### config.mk
export PLATFORM = sky130hd
export DESIGN_NAME = bc_fold
export DESIGN_NICKNAME = d
export VERILOG_FILES = /design/src/rtl/bcf_pkg.sv /design/src/rtl/bcf_fmt_reg.sv /design/src/rtl/bcf_ctrl.sv /design/src/rtl/bcf_out_stage.sv /design/src/rtl/bc_fold.sv
export SDC_FILE = /design/constraint.sdc
export NUM_CORES = 1
export LEC_CHECK = 0
export ABC_AREA = 1
export BUFFER_PORTS_ARGS = -buffer_cell sky130_fd_sc_hd__buf_2
export CORE_MARGIN = 10
export CORE_UTILIZATION = 45
export CTS_CLUSTER_DIAMETER = 50
export DETAILED_ROUTE_END_ITERATION = 16
export HOLD_SLACK_MARGIN = 0.05
export PLACE_DENSITY = 0.72
export SLEW_MARGIN = 20
export SYNTH_ARGS = -nofsm -noshare
export SYNTH_HDL_FRONTEND = slang
export SYNTH_SLANG_ARGS = --single-unit
### constraint.sdc
create_clock -name clk -period 4.7 [get_ports clk]
set_input_delay 1.41 -clock clk [delete_from_list [all_inputs] [get_ports clk]]
set_output_delay 1.41 -clock clk [all_outputs]
set_load 0.01 [all_outputs]
### src/rtl/bcf_pkg.sv
package bcf_pkg;

    localparam int OPC_W = 8;
    localparam int LIT_W = 16;
    localparam int MAX_GRP = 4;
    localparam int CNT_W = $clog2(MAX_GRP + 1);

    typedef enum logic [2:0] {
        CL_LOAD    = 3'd0,
        CL_UN      = 3'd1,
        CL_BIN     = 3'd2,
        CL_UN_END  = 3'd3,
        CL_BIN_END = 3'd4,
        CL_STORE   = 3'd5,
        CL_NOFOLD  = 3'd6,
        CL_TRAP    = 3'd7
    } fclass_e;

    typedef struct packed {
        logic [OPC_W-1:0] opc;
        fclass_e          cls;
        logic [LIT_W-1:0] lit;
    } instr_t;

    typedef struct packed {
        logic             lit0_v;
        logic [LIT_W-1:0] lit0;
        logic             lit1_v;
        logic [LIT_W-1:0] lit1;
        logic             op_v;
        logic [OPC_W-1:0] op;
        logic             dst_v;
        logic [LIT_W-1:0] dst;
        logic             trap;
        logic [CNT_W-1:0] n;
    } word_t;

    typedef struct packed {
        logic             lv0_v;
        logic [OPC_W-1:0] lv0_opc;
        logic [LIT_W-1:0] lv0_lit;
        logic             lv1_v;
        logic [OPC_W-1:0] lv1_opc;
        logic [LIT_W-1:0] lv1_lit;
        logic             op_v;
        logic [OPC_W-1:0] op_opc;
    } hold_t;

    typedef enum logic [2:0] {
        ST_IDLE,
        ST_L,
        ST_LL,
        ST_LOP,
        ST_LLOP,
        ST_OP,
        ST_DRAIN
    } fstate_e;

    function automatic word_t load_word(logic [OPC_W-1:0] opc, logic [LIT_W-1:0] lit);
        word_t w;
        w = '0;
        w.op_v   = 1'b1;
        w.op     = opc;
        w.lit0_v = 1'b1;
        w.lit0   = lit;
        w.n      = CNT_W'(1);
        return w;
    endfunction

    function automatic word_t single_word(instr_t i);
        word_t w;
        w = '0;
        w.op_v = 1'b1;
        w.op   = i.opc;
        w.n    = CNT_W'(1);
        if (i.cls == CL_LOAD) begin
            w.lit0_v = 1'b1;
            w.lit0   = i.lit;
        end
        if (i.cls == CL_STORE) begin
            w.dst_v = 1'b1;
            w.dst   = i.lit;
        end
        if (i.cls == CL_TRAP) begin
            w.trap = 1'b1;
        end
        return w;
    endfunction

endpackage

### src/rtl/bcf_fmt_reg.sv
module bcf_fmt_reg
    import bcf_pkg::*;
(
    input  logic             clk,
    input  logic             rst,
    input  logic             en,
    input  logic             ld_lv0,
    input  logic             ld_lv1,
    input  logic             ld_op,
    input  logic             clr,
    input  logic [OPC_W-1:0] opc,
    input  logic [LIT_W-1:0] lit,
    output hold_t            hold
);

    hold_t h_q;

    always_ff @(posedge clk) begin
        if (rst) begin
            h_q <= '0;
        end else if (en) begin
            if (clr) begin
                h_q <= '0;
            end else begin
                if (ld_lv0) begin
                    h_q.lv0_v   <= 1'b1;
                    h_q.lv0_opc <= opc;
                    h_q.lv0_lit <= lit;
                end
                if (ld_lv1) begin
                    h_q.lv1_v   <= 1'b1;
                    h_q.lv1_opc <= opc;
                    h_q.lv1_lit <= lit;
                end
                if (ld_op) begin
                    h_q.op_v   <= 1'b1;
                    h_q.op_opc <= opc;
                end
            end
        end
    end

    assign hold = h_q;

    // a second literal is never held without a first one
    a_r3_lit_order: assert property (@(posedge clk) disable iff (rst)
        h_q.lv1_v |-> h_q.lv0_v);

endmodule

### src/rtl/bcf_ctrl.sv
module bcf_ctrl
    import bcf_pkg::*;
(
    input  logic   clk,
    input  logic   rst,
    input  logic   adv,
    input  logic   in_valid,
    input  instr_t in_i,
    input  hold_t  hold,
    output logic   in_ready,
    output logic   emit,
    output word_t  w,
    output logic   ld_lv0,
    output logic   ld_lv1,
    output logic   ld_op,
    output logic   clr
);

    fstate_e st, nxt;
    logic    take_ok;
    logic    is_store;

    assign is_store = (in_i.cls == CL_STORE);

    always_comb begin
        take_ok = 1'b0;
        emit    = 1'b0;
        w       = '0;
        nxt     = st;
        ld_lv0  = 1'b0;
        ld_lv1  = 1'b0;
        ld_op   = 1'b0;
        clr     = 1'b0;
        case (st)
            ST_IDLE: begin
                take_ok = 1'b1;
                if (in_valid) begin
                    case (in_i.cls)
                        CL_LOAD: begin
                            ld_lv0 = 1'b1;
                            nxt    = ST_L;
                        end
                        CL_UN, CL_BIN: begin
                            ld_op = 1'b1;
                            nxt   = ST_OP;
                        end
                        default: begin
                            emit = 1'b1;
                            w    = single_word(in_i);
                        end
                    endcase
                end
            end
            ST_L: begin
                take_ok = !(in_i.cls inside {CL_NOFOLD, CL_TRAP});
                if (in_valid) begin
                    case (in_i.cls)
                        CL_LOAD: begin
                            ld_lv1 = 1'b1;
                            nxt    = ST_LL;
                        end
                        CL_UN, CL_BIN: begin
                            ld_op = 1'b1;
                            nxt   = ST_LOP;
                        end
                        CL_UN_END, CL_BIN_END: begin
                            emit     = 1'b1;
                            w.lit0_v = 1'b1;
                            w.lit0   = hold.lv0_lit;
                            w.op_v   = 1'b1;
                            w.op     = in_i.opc;
                            w.n      = CNT_W'(2);
                            clr      = 1'b1;
                            nxt      = ST_IDLE;
                        end
                        CL_STORE: begin
                            emit     = 1'b1;
                            w.lit0_v = 1'b1;
                            w.lit0   = hold.lv0_lit;
                            w.dst_v  = 1'b1;
                            w.dst    = in_i.lit;
                            w.n      = CNT_W'(2);
                            clr      = 1'b1;
                            nxt      = ST_IDLE;
                        end
                        default: begin
                            emit = 1'b1;
                            w    = load_word(hold.lv0_opc, hold.lv0_lit);
                            clr  = 1'b1;
                            nxt  = ST_IDLE;
                        end
                    endcase
                end
            end
            ST_LL: begin
                take_ok = (in_i.cls inside {CL_BIN, CL_BIN_END});
                if (in_valid) begin
                    case (in_i.cls)
                        CL_BIN: begin
                            ld_op = 1'b1;
                            nxt   = ST_LLOP;
                        end
                        CL_BIN_END: begin
                            emit     = 1'b1;
                            w.lit0_v = 1'b1;
                            w.lit0   = hold.lv0_lit;
                            w.lit1_v = 1'b1;
                            w.lit1   = hold.lv1_lit;
                            w.op_v   = 1'b1;
                            w.op     = in_i.opc;
                            w.n      = CNT_W'(3);
                            clr      = 1'b1;
                            nxt      = ST_IDLE;
                        end
                        default: begin
                            emit = 1'b1;
                            w    = load_word(hold.lv0_opc, hold.lv0_lit);
                            nxt  = ST_DRAIN;
                        end
                    endcase
                end
            end
            ST_DRAIN: begin
                emit = 1'b1;
                w    = load_word(hold.lv1_opc, hold.lv1_lit);
                clr  = 1'b1;
                nxt  = ST_IDLE;
            end
            ST_LOP, ST_LLOP: begin
                take_ok = is_store;
                if (in_valid) begin
                    emit     = 1'b1;
                    w.lit0_v = 1'b1;
                    w.lit0   = hold.lv0_lit;
                    w.op_v   = 1'b1;
                    w.op     = hold.op_opc;
                    if (st == ST_LLOP) begin
                        w.lit1_v = 1'b1;
                        w.lit1   = hold.lv1_lit;
                    end
                    w.n = (st == ST_LLOP) ? CNT_W'(3) : CNT_W'(2);
                    if (is_store) begin
                        w.dst_v = 1'b1;
                        w.dst   = in_i.lit;
                        w.n     = w.n + CNT_W'(1);
                    end
                    clr = 1'b1;
                    nxt = ST_IDLE;
                end
            end
            ST_OP: begin
                take_ok = is_store;
                if (in_valid) begin
                    emit   = 1'b1;
                    w.op_v = 1'b1;
                    w.op   = hold.op_opc;
                    w.n    = CNT_W'(1);
                    if (is_store) begin
                        w.dst_v = 1'b1;
                        w.dst   = in_i.lit;
                        w.n     = CNT_W'(2);
                    end
                    clr = 1'b1;
                    nxt = ST_IDLE;
                end
            end
            default: begin
                clr = 1'b1;
                nxt = ST_IDLE;
            end
        endcase
    end

    assign in_ready = adv && take_ok;

    always_ff @(posedge clk) begin
        if (rst) begin
            st <= ST_IDLE;
        end else if (adv) begin
            st <= nxt;
        end
    end

    // a pending drain never takes a new instruction
    a_r7_drain_blocks: assert property (@(posedge clk) disable iff (rst)
        (st == ST_DRAIN) |-> !in_ready);

    // a held group only extends while the format register shows a load
    a_r6_group_has_load: assert property (@(posedge clk) disable iff (rst)
        (st inside {ST_L, ST_LL, ST_LOP, ST_LLOP}) |-> hold.lv0_v);

endmodule

### src/rtl/bcf_out_stage.sv
module bcf_out_stage
    import bcf_pkg::*;
(
    input  logic  clk,
    input  logic  rst,
    input  logic  emit,
    input  word_t w_in,
    input  logic  out_ready,
    output logic  adv,
    output logic  out_valid,
    output word_t w_q
);

    logic  v_q;
    word_t d_q;

    assign adv = !v_q || out_ready;

    always_ff @(posedge clk) begin
        if (rst) begin
            v_q <= 1'b0;
            d_q <= '0;
        end else if (adv) begin
            v_q <= emit;
            if (emit) begin
                d_q <= w_in;
            end
        end
    end

    assign out_valid = v_q;
    assign w_q       = d_q;

    // a stalled word stays put
    a_r9_hold_word: assert property (@(posedge clk) disable iff (rst)
        (v_q && !out_ready) |=> (v_q && $stable(d_q)));

    // group size stays within one to four
    a_r2_count_range: assert property (@(posedge clk) disable iff (rst)
        v_q |-> (d_q.n >= CNT_W'(1) && d_q.n <= CNT_W'(MAX_GRP)));

    // a word without an operation is a load-to-store move
    a_r5_move_shape: assert property (@(posedge clk) disable iff (rst)
        (v_q && !d_q.op_v) |-> (d_q.n == CNT_W'(2) && d_q.lit0_v && d_q.dst_v && !d_q.lit1_v));

    // a trap word stands alone
    a_r8_trap_alone: assert property (@(posedge clk) disable iff (rst)
        (v_q && d_q.trap) |-> (d_q.n == CNT_W'(1)));

endmodule

### src/rtl/bc_fold.sv
module bc_fold
    import bcf_pkg::*;
(
    input  logic             clk,
    input  logic             rst,
    input  logic             in_valid,
    output logic             in_ready,
    input  logic [OPC_W-1:0] in_opc,
    input  logic [2:0]       in_cls,
    input  logic [LIT_W-1:0] in_lit,
    output logic             out_valid,
    input  logic             out_ready,
    output logic             out_lit0_v,
    output logic [LIT_W-1:0] out_lit0,
    output logic             out_lit1_v,
    output logic [LIT_W-1:0] out_lit1,
    output logic             out_op_v,
    output logic [OPC_W-1:0] out_op,
    output logic             out_dst_v,
    output logic [LIT_W-1:0] out_dst,
    output logic             out_trap,
    output logic [CNT_W-1:0] out_n
);

    instr_t in_i;
    hold_t  hold;
    word_t  w_next;
    word_t  w_q;
    logic   adv, emit, ld_lv0, ld_lv1, ld_op, clr;

    assign in_i.opc = in_opc;
    assign in_i.cls = fclass_e'(in_cls);
    assign in_i.lit = in_lit;

    bcf_ctrl u_ctrl (
        .clk      (clk),
        .rst      (rst),
        .adv      (adv),
        .in_valid (in_valid),
        .in_i     (in_i),
        .hold     (hold),
        .in_ready (in_ready),
        .emit     (emit),
        .w        (w_next),
        .ld_lv0   (ld_lv0),
        .ld_lv1   (ld_lv1),
        .ld_op    (ld_op),
        .clr      (clr)
    );

    bcf_fmt_reg u_fmt (
        .clk    (clk),
        .rst    (rst),
        .en     (adv),
        .ld_lv0 (ld_lv0),
        .ld_lv1 (ld_lv1),
        .ld_op  (ld_op),
        .clr    (clr),
        .opc    (in_opc),
        .lit    (in_lit),
        .hold   (hold)
    );

    bcf_out_stage u_out (
        .clk       (clk),
        .rst       (rst),
        .emit      (emit),
        .w_in      (w_next),
        .out_ready (out_ready),
        .adv       (adv),
        .out_valid (out_valid),
        .w_q       (w_q)
    );

    assign out_lit0_v = w_q.lit0_v;
    assign out_lit0   = w_q.lit0;
    assign out_lit1_v = w_q.lit1_v;
    assign out_lit1   = w_q.lit1;
    assign out_op_v   = w_q.op_v;
    assign out_op     = w_q.op;
    assign out_dst_v  = w_q.dst_v;
    assign out_dst    = w_q.dst;
    assign out_trap   = w_q.trap;
    assign out_n      = w_q.n;

    // no instruction enters while the output word waits
    a_r9_stall_blocks_input: assert property (@(posedge clk) disable iff (rst)
        (out_valid && !out_ready) |-> !in_ready);

endmodule

==> impl_metrics.json <==
{
  "setup_viol": 0,
  "cp_slowest_cell": "inv_1",
  "holdBufCountCts": 0,
  "yosysMostFrequentCell": "nand2_1",
  "cts_tree": "yes",
  "worstPathArrival_ps": 2550,
  "clock_path_buffers": 2,
  "grt_pass1_wl_mm": 29.9,
  "first_pass_iters": 5,
  "path_clk_slew_ps": 50,
  "core_um2": 13100,
  "cts_sinks": 124,
  "die-area_um2": 18300,
  "antenna_found_initial": 1,
  "hpwlAfterDp_mm": 12.7,
  "r2r_slack_ps": 1970,
  "final.setup.tns_ps": 0,
  "critPathLaunchType": "input port",
  "hold_viol_final": 0,
  "async_flop_share_pct": 0,
  "dp_slack_ps": 762,
  "drt_iter0_drc": 635,
  "crit_chain": "buf_2 -> nand2_1 -> inv_1 -> o21ai_0 -> a221oi_1 -> nor2_1 -> buf_2",
  "portBuffers": 96,
  "grt_start_max_net_pins": 70,
  "die_w_um": 135,
  "ys.flop_type": "dfxtp_1",
  "finish.instance_area_um2": 7130,
  "wl_per_cell_um": 16.1,
  "grt_pass1_vias": 5546,
  "cts_resized": 0,
  "syn_nets": 944,
  "routabilityCongestion": 0.911,
  "critPathMostFrequentCell": "buf_2",
  "yosys_warnings": 0,
  "fmax_mhz": 253,
  "grt-ovfl-total": 0,
  "placementRows": 42,
  "io_pins": 97,
  "reg2regPathDepth": 9,
  "clockRootBuffer": "clkbuf_16",
  "cpPeakStageDelay_ps": 260,
  "ys_ff_latch": 124,
  "cts_made_buffers": 17,
  "cap_violations": 0,
  "cp-startpoint": "in_cls[2]",
  "layout_setup_ws_ps": 740,
  "grt_usage_pct": 20.4,
  "postCtsSetupBuffers": 0,
  "worstSkewPairLatency_ps": 410,
  "period_minus_slack_ps": 3960,
  "crit_type": "input port to output port",
  "ys_top_cells_by_area": "dfxtp_1 42%, nand2_1 15%, nand3_1 12%",
  "synth_top_area_cell": "dfxtp_1",
  "syn_area_um2": 5970,
  "num_antenna_cells": 0,
  "crit_end": "in_ready",
  "place_area_um2": 6510,
  "rsz0062_at_grt": "false",
  "die_y_um": 135,
  "r2r-end": "u_fmt.hold[16]",
  "drcViolationCount": 0,
  "wl_mm": 18.8,
  "syn_avg_cell_area_um2": 6.56,
  "maxSlewHeadroom_pct": 37.5,
  "p_per_area_nw_per_um2": 514,
  "area_delta_synth_final_pct": 19.4,
  "cp-end-kind": "output port",
  "ant_nets": 0,
  "vias": 6135,
  "critPathRequiredTime_ps": 3290,
  "worstMarginPinSlew_ps": 936,
  "p_leak_nw": 3.40,
  "holdCritPathClass": "register to register",
  "htreeDepth": 4,
  "vias_per_cell": 5.25,
  "slew_violations": 0,
  "r2r-start": "u_ctrl.st[2]",
  "nFillCells": 1362,
  "skew_ps": 8.14,
  "outcome": "complete, no violations",
  "nets": 1013,
  "synth_edf_count": 0,
  "cp_max_fo": 7,
  "synth_cell_types": 32,
  "start_util_pct": 45.5,
  "peakVddDrop_v": 0.000338,
  "seq_area_frac_synth_pct": 41.6,
  "synthCells": 911,
  "yosysTopAreaCellShare_pct": 41.6,
  "synth_common_cells": "238 x nand2_1, 155 x nor2_1, 146 x nand3_1",
  "drive_above_1_share_pct": 16.3,
  "finalCritPeriodShare_pct": 84.3
}
==> cell type report <==
type	count	area, um2	area share [%]
Sequential cell	124	2480	34.8
Multi-Input combinational cell	676	3020	42.3
Timing Repair Buffer	109	591	8.28
Inverter	52	199	2.79
Clock buffer	22	484	6.79
Clock inverter	10	136	1.91
Tap cell	176	220	3.09
==> worst min path at each step <==
stage | from | to | slack, ps | cells after the start
floorplan | u_fmt.hold[0] | u_fmt.hold[0] | 450 | 2
global placement | u_out.w_q[16] | u_out.w_q[16] | 450 | 2
detailed placement | u_out.w_q[8] | u_out.w_q[8] | 450 | 2
CTS | u_out.w_q[39] | u_out.w_q[39] | 460 | 2
global route | u_out.w_q[13] | u_out.w_q[13] | 480 | 2
finish | u_out.w_q[4] | u_out.w_q[4] | 460 | 2
==> placed cells by master (no fill, tap or decap), drive strengths merged, types with 3 or more instances in the layout <==
cell / netlist / layout
inv: 52 / 52
nand2: 240 / 240
nand4: 4 / 4
nand3: 150 / 150
clkinvlp: 0 / 3
o21ai: 41 / 41
a21oi: 55 / 55
bufinv: 0 / 3
clkbuf: 25 / 22
dfxtp: 124 / 124
a21boi: 5 / 5
clkinv: 0 / 4
nor2: 161 / 161
buf: 34 / 109
and3: 7 / 7
==> cells by family after synthesis <==
| group | synth area share [%] |
|---|---|
| buf+inv | 8.09 |
| flops | 41.6 |
| simple gates | 40.4 |
| compound gates | 9.51 |
| fa+ha+maj | 0.419 |
==> stage by stage <==
step	hold slack [ps]	instances	total power, W	util, %
6_report	462	1169	0.00367	54.3
5_1_grt	480	1169	0.00388	54.3
4_1_cts	463	1169	0.00368	54.3
3_5_place_dp	453	1137	0.00233	49.5
3_3_place_gp	450	1137	0.00232	49.5
2_1_floorplan	452	911	0.00203	-
==> flip-flops by register name, indices dropped and copies added, names as in the netlist <==
signal           count
u_fmt.hold          56
u_ctrl.st            3
u_out.out_valid      1
u_out.w_q           64
==> critical path, delay by kind of cell <==
kind,cells,cell delay (ps)
compound gates,2,360
simple gates,2,230
buf+inv,3,550
==> power by group <==
part | switching, W | internal [W]
Combinational | 0.000672 | 0.000316
Clock | 0.000463 | 0.000888
Sequential | 0.000101 | 0.00123
==> per-layer routing <==
metal / track usage [%] / wire (um)
met3: 5.64 / 1850
met5: 0 / 13
met1: 29.7 / 8920
met2: 28.5 / 7780
met4: 5.50 / 244
Note: power is estimated with default switching activity, not from simulation.
